`src/rtl/cgs_pkg.sv`:
```
package cgs_pkg;
    typedef enum logic [1:0] {
        ST_IDLE = 2'd0,
        ST_RUN  = 2'd1,
        ST_STOP = 2'd2,
        ST_ERR  = 2'd3
    } seq_state_e;
endpackage

```
`src/rtl/cgs_cfg_check.sv`:
```
module cgs_cfg_check #(
    parameter int W          = 16,
    parameter int MIN_PERIOD = 10,
    parameter int MAX_PERIOD = 1000
) (
    input  logic [W-1:0] period_i,
    input  logic [W-1:0] high_i,
    input  logic [W-1:0] off_i,
    input  logic [W-1:0] len_i,
    output logic [W-1:0] period_o,
    output logic         valid_o
);
    localparam logic [W-1:0] MIN_C = W'(MIN_PERIOD);
    localparam logic [W-1:0] MAX_C = W'(MAX_PERIOD);

    logic [W:0] end_w;

    always_comb begin
        if (period_i < MIN_C) begin
            period_o = MIN_C;
        end else if (period_i > MAX_C) begin
            period_o = MAX_C;
        end else begin
            period_o = period_i;
        end
        end_w   = {1'b0, off_i} + {1'b0, len_i};
        valid_o = (high_i != '0) && (high_i < period_o) &&
                  (len_i != '0) && (off_i < period_o) &&
                  (end_w <= {1'b0, period_o});
    end
endmodule

```
`src/rtl/cgs_phase.sv`:
```
module cgs_phase #(
    parameter int W = 16
) (
    input  logic         clk,
    input  logic         rst_n,
    input  logic         start_i,
    input  logic         adv_i,
    input  logic [W-1:0] period_i,
    output logic [W-1:0] cnt_d_o,
    output logic [W-1:0] cnt_q_o,
    output logic         prim_d_o
);
    typedef struct packed {
        logic [W-1:0] cnt;
        logic         prim;
    } phase_t;

    phase_t r_q, r_d;
    logic   wrap;

    always_comb begin
        r_d  = r_q;
        wrap = (r_q.cnt == period_i - W'(1));
        if (start_i) begin
            r_d.cnt  = '0;
            r_d.prim = 1'b1;
        end else if (adv_i) begin
            r_d.cnt  = wrap ? '0 : r_q.cnt + W'(1);
            r_d.prim = r_q.prim && !wrap;
        end
    end

    always_ff @(posedge clk or negedge rst_n) begin
        if (!rst_n) begin
            r_q <= '0;
        end else begin
            r_q <= r_d;
        end
    end

    assign cnt_d_o  = r_d.cnt;
    assign cnt_q_o  = r_q.cnt;
    assign prim_d_o = r_d.prim;

    AST_CNT_IN_RANGE: assert property (@(posedge clk) disable iff (!rst_n)
        adv_i |-> (r_q.cnt < period_i));
endmodule

```
`src/rtl/cgs_gate.sv`:
```
module cgs_gate #(
    parameter int W = 16
) (
    input  logic         clk,
    input  logic         rst_n,
    input  logic         run_d_i,
    input  logic         run_q_i,
    input  logic [W-1:0] cnt_d_i,
    input  logic [W-1:0] cnt_q_i,
    input  logic         prim_d_i,
    input  logic [W-1:0] off_i,
    input  logic [W-1:0] len_i,
    output logic         gate_o,
    output logic         stb_o
);
    typedef struct packed {
        logic gate;
        logic stb;
    } gate_t;

    gate_t      r_q, r_d;
    logic [W:0] end_w;
    logic [W:0] last_w;
    logic       in_win;

    always_comb begin
        end_w    = {1'b0, off_i} + {1'b0, len_i};
        last_w   = end_w - (W+1)'(1);
        in_win   = (cnt_d_i >= off_i) && ({1'b0, cnt_d_i} < end_w);
        r_d.gate = run_d_i && in_win && !(prim_d_i && (off_i == '0));
        r_d.stb  = run_q_i && run_d_i && r_q.gate && ({1'b0, cnt_q_i} == last_w);
    end

    always_ff @(posedge clk or negedge rst_n) begin
        if (!rst_n) begin
            r_q <= '0;
        end else begin
            r_q <= r_d;
        end
    end

    assign gate_o = r_q.gate;
    assign stb_o  = r_q.stb;

    AST_STB_AFTER_GATE: assert property (@(posedge clk) disable iff (!rst_n)
        r_q.stb |-> $past(r_q.gate));
    AST_STB_SINGLE: assert property (@(posedge clk) disable iff (!rst_n)
        r_q.stb |=> !r_q.stb);
endmodule

```
`src/rtl/conv_gate_seq.sv`:
```
module conv_gate_seq #(
    parameter int W          = 16,
    parameter int MIN_PERIOD = 10,
    parameter int MAX_PERIOD = 1000
) (
    input  logic         clk,
    input  logic         rst_n,
    input  logic         enable_i,
    input  logic [W-1:0] cfg_period_i,
    input  logic [W-1:0] cfg_conv_high_i,
    input  logic [W-1:0] cfg_gate_off_i,
    input  logic [W-1:0] cfg_gate_len_i,
    output logic         conv_o,
    output logic         gate_o,
    output logic         sample_stb_o,
    output logic         cfg_err_o
);
    import cgs_pkg::*;

    typedef struct packed {
        logic [W-1:0] period;
        logic [W-1:0] high;
        logic [W-1:0] off;
        logic [W-1:0] len;
    } cfg_t;

    typedef struct packed {
        seq_state_e st;
        cfg_t       cfg;
        logic       conv;
        logic       err;
    } top_t;

    top_t         r_q, r_d;
    logic         start;
    logic [W-1:0] chk_period;
    logic         chk_valid;
    logic [W-1:0] cnt_d, cnt_q;
    logic         prim_d;

    cgs_cfg_check #(.W(W), .MIN_PERIOD(MIN_PERIOD), .MAX_PERIOD(MAX_PERIOD)) u_check (
        .period_i (cfg_period_i),
        .high_i   (cfg_conv_high_i),
        .off_i    (cfg_gate_off_i),
        .len_i    (cfg_gate_len_i),
        .period_o (chk_period),
        .valid_o  (chk_valid)
    );

    cgs_phase #(.W(W)) u_phase (
        .clk      (clk),
        .rst_n    (rst_n),
        .start_i  (start),
        .adv_i    (r_q.st == ST_RUN),
        .period_i (r_q.cfg.period),
        .cnt_d_o  (cnt_d),
        .cnt_q_o  (cnt_q),
        .prim_d_o (prim_d)
    );

    always_comb begin
        r_d   = r_q;
        start = 1'b0;
        unique case (r_q.st)
            ST_IDLE: begin
                if (enable_i) begin
                    if (chk_valid) begin
                        r_d.st         = ST_RUN;
                        r_d.cfg.period = chk_period;
                        r_d.cfg.high   = cfg_conv_high_i;
                        r_d.cfg.off    = cfg_gate_off_i;
                        r_d.cfg.len    = cfg_gate_len_i;
                        start          = 1'b1;
                    end else begin
                        r_d.st = ST_ERR;
                    end
                end
            end
            ST_RUN:  if (!enable_i) r_d.st = ST_STOP;
            ST_STOP: r_d.st = ST_IDLE;
            ST_ERR:  if (!enable_i) r_d.st = ST_IDLE;
            default: r_d.st = ST_IDLE;
        endcase
        r_d.conv = ((r_d.st == ST_RUN) || (r_d.st == ST_STOP)) && (cnt_d < r_d.cfg.high);
        r_d.err  = (r_d.st == ST_ERR);
    end

    always_ff @(posedge clk or negedge rst_n) begin
        if (!rst_n) begin
            r_q <= '{st: ST_IDLE, cfg: '0, conv: 1'b0, err: 1'b0};
        end else begin
            r_q <= r_d;
        end
    end

    cgs_gate #(.W(W)) u_gate (
        .clk      (clk),
        .rst_n    (rst_n),
        .run_d_i  (r_d.st == ST_RUN),
        .run_q_i  (r_q.st == ST_RUN),
        .cnt_d_i  (cnt_d),
        .cnt_q_i  (cnt_q),
        .prim_d_i (prim_d),
        .off_i    (r_d.cfg.off),
        .len_i    (r_d.cfg.len),
        .gate_o   (gate_o),
        .stb_o    (sample_stb_o)
    );

    assign conv_o    = r_q.conv;
    assign cfg_err_o = r_q.err;

    AST_IDLE_QUIET: assert property (@(posedge clk) disable iff (!rst_n)
        (r_q.st == ST_IDLE) |-> !(conv_o || gate_o || sample_stb_o || cfg_err_o));
    AST_ERR_QUIET: assert property (@(posedge clk) disable iff (!rst_n)
        cfg_err_o |-> !(conv_o || gate_o || sample_stb_o));
    AST_STOP_GATE_FIRST: assert property (@(posedge clk) disable iff (!rst_n)
        (r_q.st == ST_STOP) |-> !(gate_o || sample_stb_o));
    AST_CFG_HOLD: assert property (@(posedge clk) disable iff (!rst_n)
        ((r_q.st == ST_RUN) && ($past(r_q.st) == ST_RUN)) |-> $stable(r_q.cfg));
    AST_PERIOD_LIMITS: assert property (@(posedge clk) disable iff (!rst_n)
        (r_q.st == ST_RUN) |-> ((r_q.cfg.period >= W'(MIN_PERIOD)) &&
                                (r_q.cfg.period <= W'(MAX_PERIOD))));
    AST_FIRST_CONV: assert property (@(posedge clk) disable iff (!rst_n)
        $rose(r_q.st == ST_RUN) |-> conv_o);
endmodule

```
`config.mk`:
```
export PLATFORM = sky130hd
export DESIGN_NAME = conv_gate_seq
export DESIGN_NICKNAME = d
export VERILOG_FILES = /design/src/rtl/cgs_pkg.sv /design/src/rtl/cgs_cfg_check.sv /design/src/rtl/cgs_phase.sv /design/src/rtl/cgs_gate.sv /design/src/rtl/conv_gate_seq.sv
export SDC_FILE = /design/constraint.sdc
export NUM_CORES = 1
export LEC_CHECK = 0
export BUFFER_PORTS_ARGS = -buffer_cell sky130_fd_sc_hd__buf_2
export CAP_MARGIN = 25
export CORE_UTILIZATION = 57
export DETAILED_ROUTE_END_ITERATION = 12
export GPL_TIMING_DRIVEN = 0
export PLACE_DENSITY = 0.82
export SLEW_MARGIN = 20
export SYNTH_ARGS = -nofsm -noshare
export SYNTH_HDL_FRONTEND = slang
export SYNTH_SLANG_ARGS = --single-unit
```
`constraint.sdc`:
```
create_clock -name clk -period 6.2 [get_ports clk]
set_clock_uncertainty 0.05 [all_clocks]
set_input_delay 0.93 -clock clk [delete_from_list [all_inputs] [get_ports clk]]
set_output_delay 0.93 -clock clk [all_outputs]
set_load 0.005 [all_outputs]
```
==> reports/metrics.cfg <==
[route]
drc=0
detail_route.wl_per_cell_um=19.8
ant_nets=0
firstDrtPassIters=7
first_iter_violations=653
vias=8618
drt_wl_total_mm=27.4
viasPerCell=6.24

[clocking]
cts_tree=built
htree_levels=3
cts_sinks=87
hold_buffers=0
cts_buffers=9
clk_path_buf_depth=2
clk_latency_ps=360
clockRootBuffer=clkbuf_16
cts.clk_slew.worst_paths_ps=80

[layout]
final_nets=1389
area_growth_pct=25.2
fin_area_um2=10700
diodes=0
drive_gt1_share_pct=22.2

[sta]
fin_crit_sh_pct=123
relSlewSlack_pct=42.5
finalSetupTns_ps=-2750
rsz0062_at_grt=true
setup_viol=2
hold_viol_final=0
slew_viol_final=0
min_period_ps=7640
fin_ws_ps=-1440
worst_slew_pin_slew_ps=861
max_freq_mhz=131

[worst_setup_path]
worstPathRequired_ps=6400
critPathKind=in -> reg
critPathMaxStageDelay_ps=400
timing.rr.start=r_q[51]$_DFFE_PN0P_
path_common_cell=a21o_1
crit_path_max_fanout=7
worst_setup_path_start_kind=primary input
endpoint_kind=register
r2r-end=u_gate.gate_o$_DFF_PN0_
arrival_ps=7840
slowest_stage=o41ai_4
r2r.worst_path.cells=23
rrSetupSlack_ps=-20

[placement]
dpl_cell_area_um2=9430
gp_congestion=0.962
dp_hpwl_mm=19.5
pre_cts_ws_ps=-2480
io_buffer_count=70

[grt]
grt_pass1_wl_mm=41.7
grt_antenna_before_repair=0
overflow=0
grt_usage_pct=34.6
grt_max_degree=53
grt_pass1_vias=8146

[worst_hold_path]
hold_end=r_q[43]$_DFF_PN0_
hold_depth=2
hp-class=reg -> reg
hp-start=r_q[43]$_DFF_PN0_

[synth]
synth_seq_cells=87
yosysTopAreaCell=dfrtp_1
async_flop_share_pct=100
syn-cell-area_um2=8510
synth_cell_types=71
syn_inst=1042
synth_enable_flop_cells=0
synth_top_cell_area_share_pct=25.6
ys_top_cells_by_area=dfrtp_1, ha_1, nand2_1
syn_avg_cell_area_um2=8.17
ys_seq_area_share_pct=25.6
ys_dominant_reg_cell=dfrtp_1
yosys_warnings=0

[die]
num_io_pins=71
dieWidth_um=124
rows=44
fp.dieH_um=124
dieArea_um2=15400
start_util_pct=58.6
core_area_um2=14500

[pwr]
vdd_drop_max_v=0.000349
power.leakage_nw=5.27
cellPowerDensity_nw_per_um2=453
power_mw=4.83

[run]
max_cap_violations=0

[run_status]
violations=negative setup slack
outcome=finished with violations

## Yosys cell counts, drive strengths merged, types with 4 or more instances
cell,count
o2111ai,5
nor3,17
and4,4
ha,129
buf,6
a22oi,4
xor2,30
a211oi,9
nand2,182
nand3b,6
nor4,29
dfrtp,87
clkbuf,26
inv,66
a311oi,4
o211ai,6
or3,6
a31oi,6
a2111oi,6
o21ai,41
nor2b,8
and2,29
nand3,21
nor2,57
a21o,41
o31ai,7
nand4,25
nor3b,7
a21oi,57
nor4b,6
xnor2,42
and3,8
o311ai,5
o21a,7
nand2b,10
## kinds of logic (layout without fill, tap and decap cells)
family / Yosys count / count (layout) / synth area share, %
and+or+nand+nor: 426 / 426 / 25.0
AOI/OAI and AO/OA: 222 / 222 / 17.3
adders and majority gates: 131 / 131 / 19.4
buffers and inverters: 99 / 236 / 4.61
DFF: 87 / 87 / 25.6
xor gates and xnor gates: 73 / 73 / 7.67
muxes: 3 / 3 / 0.353
other: 1 / 18 / 0.0440
## worst max-delay path by stage
stage                                  from                       to  slack, ps  cells past startpoint
after floorplan           cfg_gate_off_i[1]  u_gate.gate_o$_DFF_PN0_       -620                     38
after global placement    cfg_gate_off_i[0]  u_gate.gate_o$_DFF_PN0_      -2400                     36
after detailed placement  cfg_gate_off_i[0]  u_gate.gate_o$_DFF_PN0_      -2480                     36
after CTS                 cfg_gate_len_i[0]  u_gate.gate_o$_DFF_PN0_      -1220                     40
after global routing      cfg_gate_len_i[0]  u_gate.gate_o$_DFF_PN0_      -1700                     38
final                     cfg_gate_off_i[0]  u_gate.gate_o$_DFF_PN0_      -1440                     40
## layer usage
layer  wire length [µm]  GRT usage, %  up-vias  share of wire (%)
met4               1160          13.8        0                4.2
met3               2320          8.71       95                8.5
met5                  0             0        -                  0
li1                   -             -     4029                  -
met1              11000          43.9     4098                 40
met2              12900          56.2      396                 47
## cells in the final DEF, fill, tap and decap left out, drive strengths merged, types with 7 or more instances in the layout
cell,n
o21ai,41
nand2,182
nand4,25
nor2b,8
buf,131
conb,18
o31ai,7
inv,71
ha,129
a21o,41
clkbuf,31
a211oi,9
dfrtp,87
nor4,29
nor3b,7
xor2,30
and3,8
and2,29
xnor2,42
nand3,21
a21oi,57
nor3,17
nor2,57
o21a,7
nand2b,10
## worst max-delay path, delay by kind of cell
family / cells / cell delay [ps]
xor+xnor: 1 / 190
buf+inv: 6 / 670
fa+ha+maj: 6 / 1650
compound gates: 20 / 3410
simple gates: 7 / 1010
## state kept, by name, indices dropped and copies added (netlist names)
name	flops
u_phase.cnt_q_o	16
conv_o	1
u_gate.stb_o	1
u_phase.r_q	1
u_gate.gate_o	1
cfg_err_o	1
r_q	66
## metrics by stage
step / util (%) / cells / hold slack, ps
2_1_floorplan: - / 1059 / 384
5_1_grt: 73.3 / 1380 / 443
3_5_place_dp: 64.9 / 1314 / 407
4_1_cts: 71.2 / 1365 / 423
3_3_place_gp: 64.7 / 1313 / 399
6_report: 73.3 / 1380 / 430
## timing repair
item / in CTS / in global routing
gates resized for setup: 69 / 45
pin swaps: 49 / 32
gates cloned: 1 / 0
buffers inserted: 36 / 15
setup endpoints to repair: 3 / 3
## final cells by class
class                      count  area, µm²
multi-input combinational    873       6650
inverter                      67        253
sequential                    87       2180
clock inverter                 7       72.6
clock buffer                   9        225
timing repair buffer         123        805
buffer                        30        251
tap                          184        230
fill                        1065       3870
## report_power, final
part,internal (mW),leakage [nW],switching [mW]
Clock,0.285,0.144,0.266
Sequential,0.754,1.12,0.112
Combinational,1.48,4.00,1.93
Note: power is estimated with default switching activity, not from simulation.
